<file path="src/rtl/sigpair_pkg.sv">
package sigpair_pkg;

  localparam int unsigned HALF_W  = 32;
  localparam int unsigned WORD_W  = 2 * HALF_W;
  localparam int unsigned CODE_W  = 7;
  localparam int unsigned SEL_W   = 3;
  localparam int unsigned IDX_W   = 5;

  localparam logic [6:0]  MAJOR_OP  = 7'b0110011;
  localparam logic [2:0]  MINOR_OP  = 3'b000;
  localparam logic [CODE_W-1:0] CODE_BSUM0 = 7'b0101000;
  localparam logic [CODE_W-1:0] CODE_BSUM1 = 7'b0101001;
  localparam logic [CODE_W-1:0] CODE_SSIG0L = 7'b0101010;
  localparam logic [CODE_W-1:0] CODE_SSIG1L = 7'b0101011;
  localparam logic [CODE_W-1:0] CODE_SSIG0H = 7'b0101110;
  localparam logic [CODE_W-1:0] CODE_SSIG1H = 7'b0101111;

  typedef enum logic [SEL_W-1:0] {
    MIX_NONE  = 3'd0,
    MIX_BSUM0 = 3'd1,
    MIX_BSUM1 = 3'd2,
    MIX_SSIG0L = 3'd3,
    MIX_SSIG1L = 3'd4,
    MIX_SSIG0H = 3'd5,
    MIX_SSIG1H = 3'd6
  } mix_sel_e;

  function automatic logic [WORD_W-1:0] rot_r(input logic [WORD_W-1:0] v, input int unsigned n);
    return (v >> n) | (v << (WORD_W - n));
  endfunction

  function automatic logic [WORD_W-1:0] rot_l(input logic [WORD_W-1:0] v, input int unsigned n);
    return (v << n) | (v >> (WORD_W - n));
  endfunction

  // logical right shift of the zero-extended lower half only
  function automatic logic [WORD_W-1:0] lo_shr(input logic [WORD_W-1:0] v, input int unsigned n);
    logic [WORD_W-1:0] z;
    z = {{HALF_W{1'b0}}, v[HALF_W-1:0]};
    return z >> n;
  endfunction

  function automatic logic [HALF_W-1:0] mix_low(input mix_sel_e sel, input logic [WORD_W-1:0] x);
    logic [WORD_W-1:0] y;
    case (sel)
      MIX_BSUM0:  y = rot_l(x, 25) ^ rot_l(x, 30) ^ rot_r(x, 28);
      MIX_BSUM1:  y = rot_l(x, 23) ^ rot_r(x, 14) ^ rot_r(x, 18);
      MIX_SSIG0L: y = rot_r(x, 1)  ^ rot_r(x, 7)  ^ rot_r(x, 8);
      MIX_SSIG1L: y = rot_l(x, 3)  ^ rot_r(x, 6)  ^ rot_r(x, 19);
      MIX_SSIG0H: y = rot_r(x, 1)  ^ lo_shr(x, 7) ^ rot_r(x, 8);
      MIX_SSIG1H: y = rot_l(x, 3)  ^ lo_shr(x, 6) ^ rot_r(x, 19);
      default:    y = '0;
    endcase
    return HALF_W'(y);
  endfunction

endpackage

</file>
<file path="src/rtl/sigpair_decode.sv">
module sigpair_decode
  import sigpair_pkg::*;
(
  input  logic [HALF_W-1:0] insn,
  input  logic              mode32,
  input  logic              ext_en,
  output mix_sel_e          sel,
  output logic              hit
);

  logic [CODE_W-1:0] code;
  logic              frame_ok;
  logic              unused_idx_bits;
  mix_sel_e          raw_sel;

  assign code            = insn[31:25];
  assign frame_ok        = (insn[6:0] == MAJOR_OP) && (insn[14:12] == MINOR_OP);
  assign unused_idx_bits = ^insn[24:15] ^ ^insn[11:7];

  always_comb begin
    case (code)
      CODE_BSUM0:  raw_sel = MIX_BSUM0;
      CODE_BSUM1:  raw_sel = MIX_BSUM1;
      CODE_SSIG0L: raw_sel = MIX_SSIG0L;
      CODE_SSIG1L: raw_sel = MIX_SSIG1L;
      CODE_SSIG0H: raw_sel = MIX_SSIG0H;
      CODE_SSIG1H: raw_sel = MIX_SSIG1H;
      default:     raw_sel = MIX_NONE;
    endcase
  end

  assign hit = frame_ok && mode32 && ext_en && (raw_sel != MIX_NONE);
  assign sel = hit ? raw_sel : MIX_NONE;

  // a claimed word always names a real network
  always_comb begin
    assert_hit_has_sel_R8: assert (!hit || sel != MIX_NONE);
    assert_gate_blocks_R9: assert ((mode32 && ext_en) || !hit);
  end

endmodule

</file>
<file path="src/rtl/sigpair_mix.sv">
module sigpair_mix
  import sigpair_pkg::*;
(
  input  mix_sel_e          sel,
  input  logic [HALF_W-1:0] src_lo,
  input  logic [HALF_W-1:0] src_hi,
  output logic [HALF_W-1:0] low_out
);

  logic [WORD_W-1:0] operand;

  assign operand = {src_hi, src_lo};   // first source is the low half
  assign low_out = mix_low(sel, operand);

  always_comb begin
    assert_none_is_zero_R8: assert (sel != MIX_NONE || low_out == '0);
  end

endmodule

</file>
<file path="src/rtl/sha512_pair_sigma_unit.sv">
module sha512_pair_sigma_unit
  import sigpair_pkg::*;
(
  input  logic        clk,
  input  logic        rst,
  input  logic        in_valid,
  input  logic [31:0] insn,
  input  logic [31:0] src_lo,
  input  logic [31:0] src_hi,
  input  logic        mode32,
  input  logic        ext_en,
  output logic        out_valid,
  output logic [31:0] out_result,
  output logic        out_match,
  output logic [4:0]  out_rd
);

  mix_sel_e          dec_sel;
  logic              dec_hit;
  logic [HALF_W-1:0] mix_low_w;
  logic              accept_ev;

  sigpair_decode u_decode (
    .insn   (insn),
    .mode32 (mode32),
    .ext_en (ext_en),
    .sel    (dec_sel),
    .hit    (dec_hit)
  );

  sigpair_mix u_mix (
    .sel     (dec_sel),
    .src_lo  (src_lo),
    .src_hi  (src_hi),
    .low_out (mix_low_w)
  );

  assign accept_ev = in_valid;

  always_ff @(posedge clk) begin
    if (rst) begin
      out_valid  <= 1'b0;
      out_result <= '0;
      out_match  <= 1'b0;
      out_rd     <= '0;
    end else begin
      out_valid <= accept_ev;
      if (accept_ev) begin
        out_result <= dec_hit ? mix_low_w : '0;
        out_match  <= dec_hit;
        out_rd     <= insn[11:7];
      end
    end
  end

  assert_valid_follows_R10: assert property (@(posedge clk) disable iff (rst)
    in_valid |=> out_valid);
  assert_valid_needs_strobe_R10: assert property (@(posedge clk) disable iff (rst)
    !in_valid |=> !out_valid);
  assert_hold_when_idle_R11: assert property (@(posedge clk) disable iff (rst)
    !in_valid |=> ($stable(out_result) && $stable(out_match) && $stable(out_rd)));
  assert_unmatched_zero_R8: assert property (@(posedge clk) disable iff (rst)
    !out_match |-> out_result == '0);
  assert_gate_off_R9: assert property (@(posedge clk) disable iff (rst)
    (in_valid && !(mode32 && ext_en)) |=> !out_match);
  assert_reset_clears_R13: assert property (@(posedge clk)
    $past(rst) |-> (!out_valid && out_result == '0 && !out_match));

endmodule

</file>
<file path="config.mk">
export PLATFORM = sky130hd
export DESIGN_NAME = sha512_pair_sigma_unit
export DESIGN_NICKNAME = d
export VERILOG_FILES = /design/src/rtl/sigpair_pkg.sv /design/src/rtl/sigpair_decode.sv /design/src/rtl/sigpair_mix.sv /design/src/rtl/sha512_pair_sigma_unit.sv
export SDC_FILE = /design/constraint.sdc
export NUM_CORES = 1
export LEC_CHECK = 0
export BUFFER_PORTS_ARGS = -buffer_cell sky130_fd_sc_hd__buf_2
export CAP_MARGIN = 20
export CELL_PAD_IN_SITES_DETAIL_PLACEMENT = 1
export CELL_PAD_IN_SITES_GLOBAL_PLACEMENT = 1
export CORE_MARGIN = 4
export CORE_UTILIZATION = 35
export CTS_BUF_LIST = sky130_fd_sc_hd__clkbuf_4
export DETAILED_ROUTE_END_ITERATION = 12
export PLACE_DENSITY_LB_ADDON = 0.1
export REMOVE_ABC_BUFFERS = 1
export SYNTH_ARGS = -nofsm -noshare
export SYNTH_HDL_FRONTEND = slang
export SYNTH_SLANG_ARGS = --single-unit
</file>
<file path="constraint.sdc">
create_clock -name clk -period 1.36 [get_ports clk]
set_input_delay 0.068 -clock clk [delete_from_list [all_inputs] [get_ports clk]]
set_output_delay 0.068 -clock clk [all_outputs]
set_load 0.02 [all_outputs]
</file>
==> flow_metrics.py, run 1 <==
metrics = {
    "status": {
        "status": "complete, no violations",
    },
    "routing": {
        "route.vias.total": 4281,
        "ant_nets": 0,
        "dr.pass1.iters": 4,
        "wl_um": 17800,
        "drt_iter0_drc": 193,
        "wire_per_inst_um": 21.55,
        "drc": 0,
        "avgViaCountPerCell": 5.183,
    },
    "worst_setup_path": {
        "cp_slowest_cell": "dlygate4sd3_1",
        "cp_num_buf_inv": 3,
        "cp_cell_sequence": "dlygate4sd3_1 -> buf_2 -> or3_1 -> buf_12 -> a21oi_1 -> a21o_1",
        "cp.required_ps": 1690,
        "path_max_fanout": 32,
        "worstSetupEndpointType": "flip-flop",
        "cpPeakStageDelay_ps": 530,
        "crit_family": "buffers and inverters",
        "worstSetupPathType": "primary input to flip-flop",
        "arrival_ps": 1600,
        "start_kind": "primary input",
    },
    "timing": {
        "holdWs_ps": 112.2,
        "fin_crit_sh_pct": 93.51,
        "finalSetupViolCount": 0,
        "slew_headroom_pct": 74.72,
        "tightest_slew_ps": 379.2,
        "min_period_ps": 1272,
        "finalClockSkew_ps": 0,
        "maxSlewViolCount": 0,
        "finalWorstSetupSlack_ps": 88.23,
        "rsz0062_at_grt": "no",
        "fin_tns_setup_ps": 0,
        "timing.final.hold_violations": 0,
        "max_freq_mhz": 786.3,
    },
    "synth": {
        "async_flop_share_pct": 0,
        "synth_ff_type": "dfxtp_1",
        "yosysMostFrequentCell": "xnor2_1",
        "ys_seq_area_share_pct": 17.11,
        "netlist_area_um2": 4564,
        "synth_top_cell_by_area": "xnor2_1",
        "synth_edf_count": 0,
        "avgSynthCellArea_um2": 8.269,
        "yosysTopAreaCellShare_pct": 46.63,
        "netlist_top_cells_area": "xnor2_1 47%, dfxtp_1 17%, a22oi_1 8.2%, clkbuf_1 5.1%, a21o_1 4.1%",
        "synthCells": 552,
        "ys_types": 30,
        "ys_top_cells_by_count": "243 x xnor2_1, 62 x clkbuf_1, 50 x a22oi_1",
        "yosys_warnings": 0,
        "ys_ff_latch": 39,
    },
    "cts": {
        "cts_max_level": 2,
        "post-cts-setup-buffers": 0,
        "clk_pin_slew_ps": 130,
        "clk_latency_ps": 380,
        "root_buffer": "clkbuf_4",
        "cts_buffers": 5,
        "cts_tree": "done",
        "clock_sinks": 39,
        "clockBufferDepth": 2,
    },
    "placement": {
        "postPlaceCellArea_um2": 5450,
        "port-buffer-count": 129,
        "dp_cells": 812,
        "hpwl_um": 13770,
        "place_congestion": 0.8830,
        "dp_worst_setup_slack_ps": -195.8,
    },
    "floorplan": {
        "fp.dieW_um": 122.2,
        "core_um2": 12670,
        "dieHeight_um": 122.2,
        "rows": 41,
        "dieArea_um2": 14930,
        "start_util_pct": 36.02,
        "pin_count": 140,
    },
    "final_layout": {
        "diodes": 0,
        "fin_cells": 826,
        "area_growth_pct": 22.07,
        "final_nets": 754,
        "final_cell_area_um2": 5572,
        "drive_gt1_share_pct": 29.05,
    },
    "grt": {
        "track_usage_pct": 24.38,
        "antenna_found_initial": 0,
        "overflow": 0,
        "grt_pass1_wl_um": 27610,
        "grt_pass1_vias": 4842,
        "grt_start_max_net_pins": 33,
    },
    "job": {
        "maxCapViolCount": 0,
    },
    "power": {
        "vdd_drop_max_uv": 265.2,
        "pwr_density_cell_nw_per_um2": 672.6,
        "power_leakage_nw": 2.273,
    },
    "min_path": {
        "hold_class": "primary input to flip-flop",
    },
}
==> routing by layer <==
layer | routed length, um | GRT usage, % | share of wire [%]
met1 | 7827 | 31.27 | 44
met2 | 8626 | 41.40 | 48
met3 | 899 | 3.714 | 5.0
met4 | 451 | 8.887 | 2.5
met5 | 0 | 0 | 0
==> cells by family (layout without fill, tap and decap cells) <==
group,count (synthesis),after routing,synth area share (%)
flops,39,39,17.11
simple gates,39,39,5.099
mux,6,6,1.343
xor+xnor,256,256,49.12
buf+inv,88,190,8.744
compound gates,124,124,18.59
==> cells in the final DEF (no fill, tap or decap), types with 2 or more instances in the layout <==
cell / Yosys / routed
a21o_1: 25 / 25
a21oi_1: 27 / 26
a221oi_1: 6 / 6
a22oi_1: 50 / 50
and4b_1: 2 / 2
buf_12: 0 / 6
buf_2: 15 / 129
buf_4: 2 / 38
clkbuf_4: 0 / 6
dfxtp_1: 39 / 39
dlygate4sd3_1: 0 / 6
inv_1: 3 / 3
mux2i_1: 5 / 5
nand2_1: 10 / 10
nor2_1: 11 / 10
nor2b_1: 8 / 8
nor3_2: 1 / 2
o21ai_0: 9 / 9
o22ai_1: 5 / 5
xnor2_1: 243 / 243
xor2_1: 13 / 13
==> through the flow <==
stage / total power [mW] / util [%]
2_1_floorplan: 2.277 / -
3_3_place_gp: 3.034 / 43.01
3_5_place_dp: 3.062 / 43.01
4_1_cts: 3.794 / 43.94
5_1_grt: 3.985 / 43.97
6_report: 3.747 / 43.97
==> report_power, final <==
| group | internal (mW) | switching (mW) | total (mW) |
|---|---|---|---|
| Combinational | 0.912 | 0.989 | 1.90 |
| Sequential | 1.15 | 0.00409 | 1.16 |
| Clock | 0.220 | 0.469 | 0.689 |
| Total | 2.29 | 1.46 | 3.75 |
==> worst paths after layout <==
kind	start	to	slack (ps)	cells past startpoint
worst max-delay path	rst	out_result[20]	90	6
worst min-delay path	in_valid	out_valid	110	4
worst max register to register	out_match	out_match	750	2
worst min register to register	out_result[9]	out_result[9]	470	1
==> sequential cells by signal, indices dropped and copies added (netlist names) <==
register and cells:
out_result 32, out_valid 1, out_match 1, out_rd 5
==> cell type report <==
cell class,instances,area (um^2)
Inverter,3,11.26
Clock buffer,6,45.04
Fill cell,1562,7099
Timing Repair Buffer,179,1111
Clock inverter,2,12.51
Multi-Input combinational cell,425,3396
Tap cell,172,215.2
Sequential cell,39,780.7
==> worst min-delay path: cells and delay by family <==
kind	cells	cell delay, ps
buffers and inverters	3	360
and+or+nand+nor	1	50
==> repair_timing <==
item                                   in CTS  in global routing
setup endpoints to repair                   0                  1
endpoints found under the hold margin       6                  0
resized for setup                           0                  1
hold buffers                                6                  0
No activity file was read; power rests on OpenSTA's default activity.
==> run 2, diff against run 1 <==
--- a/config.mk
+++ b/config.mk
@@ -15,6 +15,7 @@
 export DETAILED_ROUTE_END_ITERATION = 12
 export PLACE_DENSITY_LB_ADDON = 0.1
 export REMOVE_ABC_BUFFERS = 1
+export SETUP_SLACK_MARGIN = 0.3
 export SYNTH_ARGS = -nofsm -noshare
 export SYNTH_HDL_FRONTEND = slang
 export SYNTH_SLANG_ARGS = --single-unit
==> constraint.sdc (replaced) <==
create_clock -name clk -period 1.1 [get_ports clk]
set_input_delay 0.055 -clock clk [delete_from_list [all_inputs] [get_ports clk]]
set_output_delay 0.055 -clock clk [all_outputs]
set_load 0.02 [all_outputs]
==> run 2 against run 1 <==
Via count increased by 3.8%; critical path depth increased by 1; combinational power increased by 35%; global-route usage increased by 0.84 points; non-clock buffer count increased by 52; largest cell class unchanged; largest power group unchanged; highest routed layer unchanged.
==> flow_metrics.py, run 2 (same netlist as run 1, synthesis figures left out) <==
metrics = {
    "cts": {
        "clk_latency_ps": 370,
        "cts_buffers": 5,
        "clock_sinks": 39,
        "cts_tree": "done",
        "clockBufferDepth": 2,
        "cts_max_level": 2,
        "root_buffer": "clkbuf_4",
        "clk_pin_slew_ps": 140,
    },
    "final_layout": {
        "area_growth_pct": 40.38,
        "regMostFlops": "out_result",
        "fin_util_pct": 50.57,
        "drive_gt1_share_pct": 40.65,
        "final_common_cell": "xnor2_1",
        "final_nets": 806,
        "largest_reg_flops": 32,
        "final_cell_mix": "243 x xnor2_1, 87 x buf_2, 81 x buf_4",
        "reg_top3": "out_result (32), out_rd (5)",
        "diodes": 0,
    },
    "power": {
        "power_leakage_nw": 2.619,
        "vdd_drop_max_uv": 350.1,
        "pwr_density_cell_nw_per_um2": 759.7,
    },
    "timing": {
        "finalWorstSetupSlack_ps": 10.37,
        "slew_headroom_pct": 77.03,
        "min_period_ps": 1090,
        "timing.final.hold_violations": 0,
        "maxSlewViolCount": 0,
        "finalSetupViolCount": 0,
        "fin_crit_sh_pct": 99.06,
        "rsz0062_at_grt": "yes",
        "finalClockSkew_ps": 0,
        "max_freq_mhz": 917.7,
        "tightest_slew_ps": 344.5,
    },
    "grt": {
        "grt_pass1_wl_um": 28390,
        "antenna_found_initial": 0,
        "overflow": 0,
        "grt_start_max_net_pins": 33,
        "track_usage_pct": 25.22,
        "grt_pass1_vias": 4902,
    },
    "worst_setup_path": {
        "arrival_ps": 1420,
        "path_max_fanout": 32,
        "worstSetupPathType": "primary input to flip-flop",
        "worstSetupEndpointType": "flip-flop",
        "cp.required_ps": 1430,
        "start_kind": "primary input",
    },
    "floorplan": {
        "dieHeight_um": 122.2,
        "fp.dieW_um": 122.2,
        "rows": 41,
        "pin_count": 140,
        "dieArea_um2": 14930,
        "core_um2": 12670,
        "start_util_pct": 36.02,
    },
    "placement": {
        "dp_worst_setup_slack_ps": -445.0,
        "place_congestion": 0.9048,
        "hpwl_um": 14630,
        "port-buffer-count": 129,
    },
    "routing": {
        "route.vias.total": 4443,
        "dr.pass1.iters": 4,
        "avgViaCountPerCell": 5.060,
        "drt_iter0_drc": 218,
        "drc": 0,
        "wire_per_inst_um": 21.32,
        "ant_nets": 0,
        "wl_um": 18720,
    },
    "job": {
        "maxCapViolCount": 0,
    },
    "min_path": {
        "hold_class": "primary input to flip-flop",
    },
    "status": {
        "status": "complete, no violations",
    },
}
-- run 2: area by class of cell --
class / count / area (um^2)
Fill cell: 1530 / 6264
Multi-Input combinational cell: 425 / 3423
Timing Repair Buffer: 231 / 1871
Sequential cell: 39 / 829.5
Tap cell: 172 / 215.2
Clock buffer: 5 / 37.54
Clock inverter: 3 / 20.02
Inverter: 3 / 11.26
-- run 2: layer usage --
metal / routed length [um] / track usage (%) / vias up
met5: 0 / 0 / -
li1: - / - / 2094
met3: 1171 / 2.832 / 23
met1: 7942 / 32.87 / 2163
met2: 9322 / 44.34 / 163
met4: 278 / 6.368 / 0
-- run 2: stage by stage --
step	cells	cell area (um^2)	power [mW]	TNS [ps]	hold WS, ps
5_1_grt	878	6407	5.137	-578.2	115.9
6_report	878	6407	4.867	0	102.0
3_5_place_dp	858	5896	3.958	-12560	301.7
4_1_cts	874	6356	4.895	0	83.61
3_3_place_gp	858	5896	3.920	-11020	291.2
2_1_floorplan	467	4177	2.816	-33770	121.7
-- run 2: path summary, 6_finish.rpt --
kind              slack (ps)  cells past startpoint           from        endpoint
setup / recovery          10                      7       insn[13]  out_result[24]
setup reg to reg         370                      3      out_rd[4]       out_rd[4]
hold / removal           100                      4       in_valid       out_valid
hold reg to reg          470                      1  out_result[2]   out_result[2]
-- run 2: worst max-delay path: stages --
cell and delay (ps):
buf_6 90, nor4b_2 280, nand4_2 140, or3_4 400, buf_12 190, a21oi_1 140, a21o_1 110
-- run 2: power breakdown --
| part | switching (mW) | internal [mW] |
|---|---|---|
| clock | 0.619 | 0.246 |
| combinational | 1.28 | 1.29 |
| sequential | 0.00850 | 1.43 |
| total | 1.91 | 2.96 |
-- run 2: what timing repair did --
action / CTS / global route
hold endpoints to repair: 7 / 0
gates resized for setup: 124 / 6
pin swaps: 0 / 2
hold buffers: 6 / 0
setup buffers: 2 / 4
setup endpoints to repair: 71 / 78
==> run 3, diff against run 2 <==
--- a/config.mk
+++ b/config.mk
@@ -9,6 +9,7 @@
 export CAP_MARGIN = 20
 export CELL_PAD_IN_SITES_DETAIL_PLACEMENT = 1
 export CELL_PAD_IN_SITES_GLOBAL_PLACEMENT = 1
+export CORE_ASPECT_RATIO = 1.4
 export CORE_MARGIN = 4
 export CORE_UTILIZATION = 35
 export CTS_BUF_LIST = sky130_fd_sc_hd__clkbuf_4
==> run 3 against run 2 <==
The run now ends with negative setup slack left; combinational power increased by 5%; die area increased by 0.18%; clock skew unchanged; non-clock buffer count increased by 15; maximum frequency decreased by 4.2%; critical path type unchanged; highest routed layer unchanged.
==> flow_metrics.py, run 3 (same netlist as run 1, synthesis figures left out) <==
metrics = {
    "floorplan": {
        "rows": 49,
        "dieHeight_um": 143.1,
        "start_util_pct": 35.62,
        "pin_count": 140,
        "fp.dieW_um": 104.5,
        "dieArea_um2": 14960,
        "core_um2": 12810,
    },
    "timing": {
        "slew_headroom_pct": 52.80,
        "rsz0062_at_grt": "yes",
        "finalWorstSetupSlack_ps": -37.08,
        "timing.final.hold_violations": 0,
        "holdWs_ps": 10.09,
        "fin_tns_setup_ps": -543.3,
        "finalClockSkew_ps": 0,
        "tightest_slew_ps": 704.8,
        "max_freq_mhz": 879.4,
        "finalSetupViolCount": 24,
        "maxSlewViolCount": 0,
        "min_period_ps": 1137,
        "fin_crit_sh_pct": 103.4,
    },
    "placement": {
        "dp_worst_setup_slack_ps": -637.3,
        "hpwl_um": 14710,
        "place_congestion": 0.8751,
        "port-buffer-count": 129,
    },
    "grt": {
        "track_usage_pct": 25.09,
        "grt_pass1_vias": 5028,
        "overflow": 0,
        "grt_start_max_net_pins": 33,
        "grt_pass1_wl_um": 28680,
        "antenna_found_initial": 0,
    },
    "worst_setup_path": {
        "arrival_ps": 1470,
        "reg2reg_slack_ps": 260,
        "path_max_fanout": 8,
        "worstSetupEndpointType": "flip-flop",
        "cp.required_ps": 1430,
        "start_kind": "primary input",
        "worstSetupPathType": "primary input to flip-flop",
    },
    "final_layout": {
        "n_fill_cell": 1510,
        "regMostFlops": "out_result",
        "final_nets": 821,
        "final_common_cell": "xnor2_1",
        "final_cell_mix": "243 x xnor2_1, 92 x buf_4, 87 x buf_2",
        "area_growth_pct": 46.66,
        "diodes": 0,
        "reg_top3": "out_result (32), out_rd (5)",
        "drive_gt1_share_pct": 44.52,
        "largest_reg_flops": 32,
    },
    "routing": {
        "dr.pass1.iters": 4,
        "drt_iter0_drc": 163,
        "route.vias.total": 4622,
        "drc": 0,
        "wl_um": 19720,
        "avgViaCountPerCell": 5.288,
        "wire_per_inst_um": 22.57,
        "ant_nets": 0,
    },
    "cts": {
        "clk_pin_slew_ps": 130,
        "cts_max_level": 2,
        "clk_latency_ps": 370,
        "clock_sinks": 39,
        "cts_tree": "done",
        "clockBufferDepth": 2,
        "root_buffer": "clkbuf_4",
        "cts_buffers": 5,
    },
    "power": {
        "power_mw": 5.145,
        "vdd_drop_max_uv": 429.2,
        "pwr_density_cell_nw_per_um2": 768.7,
        "power_leakage_nw": 2.733,
    },
    "status": {
        "violations": "negative setup slack",
        "status": "complete, but fails checks",
    },
    "min_path": {
        "hold_class": "primary input to flip-flop",
    },
    "job": {
        "maxCapViolCount": 0,
    },
}
-- run 3: stage by stage --
step | std cells | area (um^2) | util, %
global route | 874 | 6694 | 52.24
finish | 874 | 6694 | 52.24
floorplan | 467 | 4177 | -
global placement | 848 | 5927 | 46.26
CTS | 865 | 6402 | 49.97
detailed placement | 848 | 5927 | 46.26
-- run 3: what timing repair did --
item / in CTS / in global routing
endpoints found under the setup margin: 71 / 73
hold endpoints to repair: 6 / 0
hold buffers: 6 / 0
resized for setup: 120 / 45
cloned: 0 / 3
pin swaps: 0 / 9
buffers inserted: 3 / 6
-- run 3: cell type report --
type / instances / area (um^2) / area share, %
flip-flops and latches: 39 / 829.5 / 12.39
repair buffers: 246 / 2014 / 30.09
inverters: 3 / 11.26 / 0.1682
clock buffers: 5 / 37.54 / 0.5607
clock inverters: 3 / 38.79 / 0.5794
multi-input cells: 425 / 3571 / 53.35
well taps: 153 / 191.4 / 2.860
-- run 3: worst max-delay path, stage by stage --
cell       delay (ps)
buf_6             100
nor4b_4           270
nand4_2           140
or3_4             480
clkbuf_16         220
a21oi_2           120
a21o_1             90
-- run 3: final timing paths --
path                  start             end  cells after the start
min reg2reg  out_result[29]  out_result[29]                      2
max reg2reg       out_rd[4]       out_rd[4]                      4
min                     rst       out_rd[1]                      3
max                 insn[2]  out_result[21]                      7
-- run 3: power breakdown --
group / switching [mW] / leakage [nW] / total (mW) / internal, mW
Combinational: 1.35 / 2.36 / 2.69 / 1.34
Clock: 0.555 / 0.0426 / 1.02 / 0.468
Sequential: 0.00935 / 0.334 / 1.44 / 1.43
-- run 3: per-layer routing --
layer	vias up	GRT usage, %	part of all wire (%)
met1	2272	28.08	38
met5	-	0	0
li1	2124	-	-
met2	172	46.36	52
met4	0	11.97	4.8
met3	54	3.890	5.3
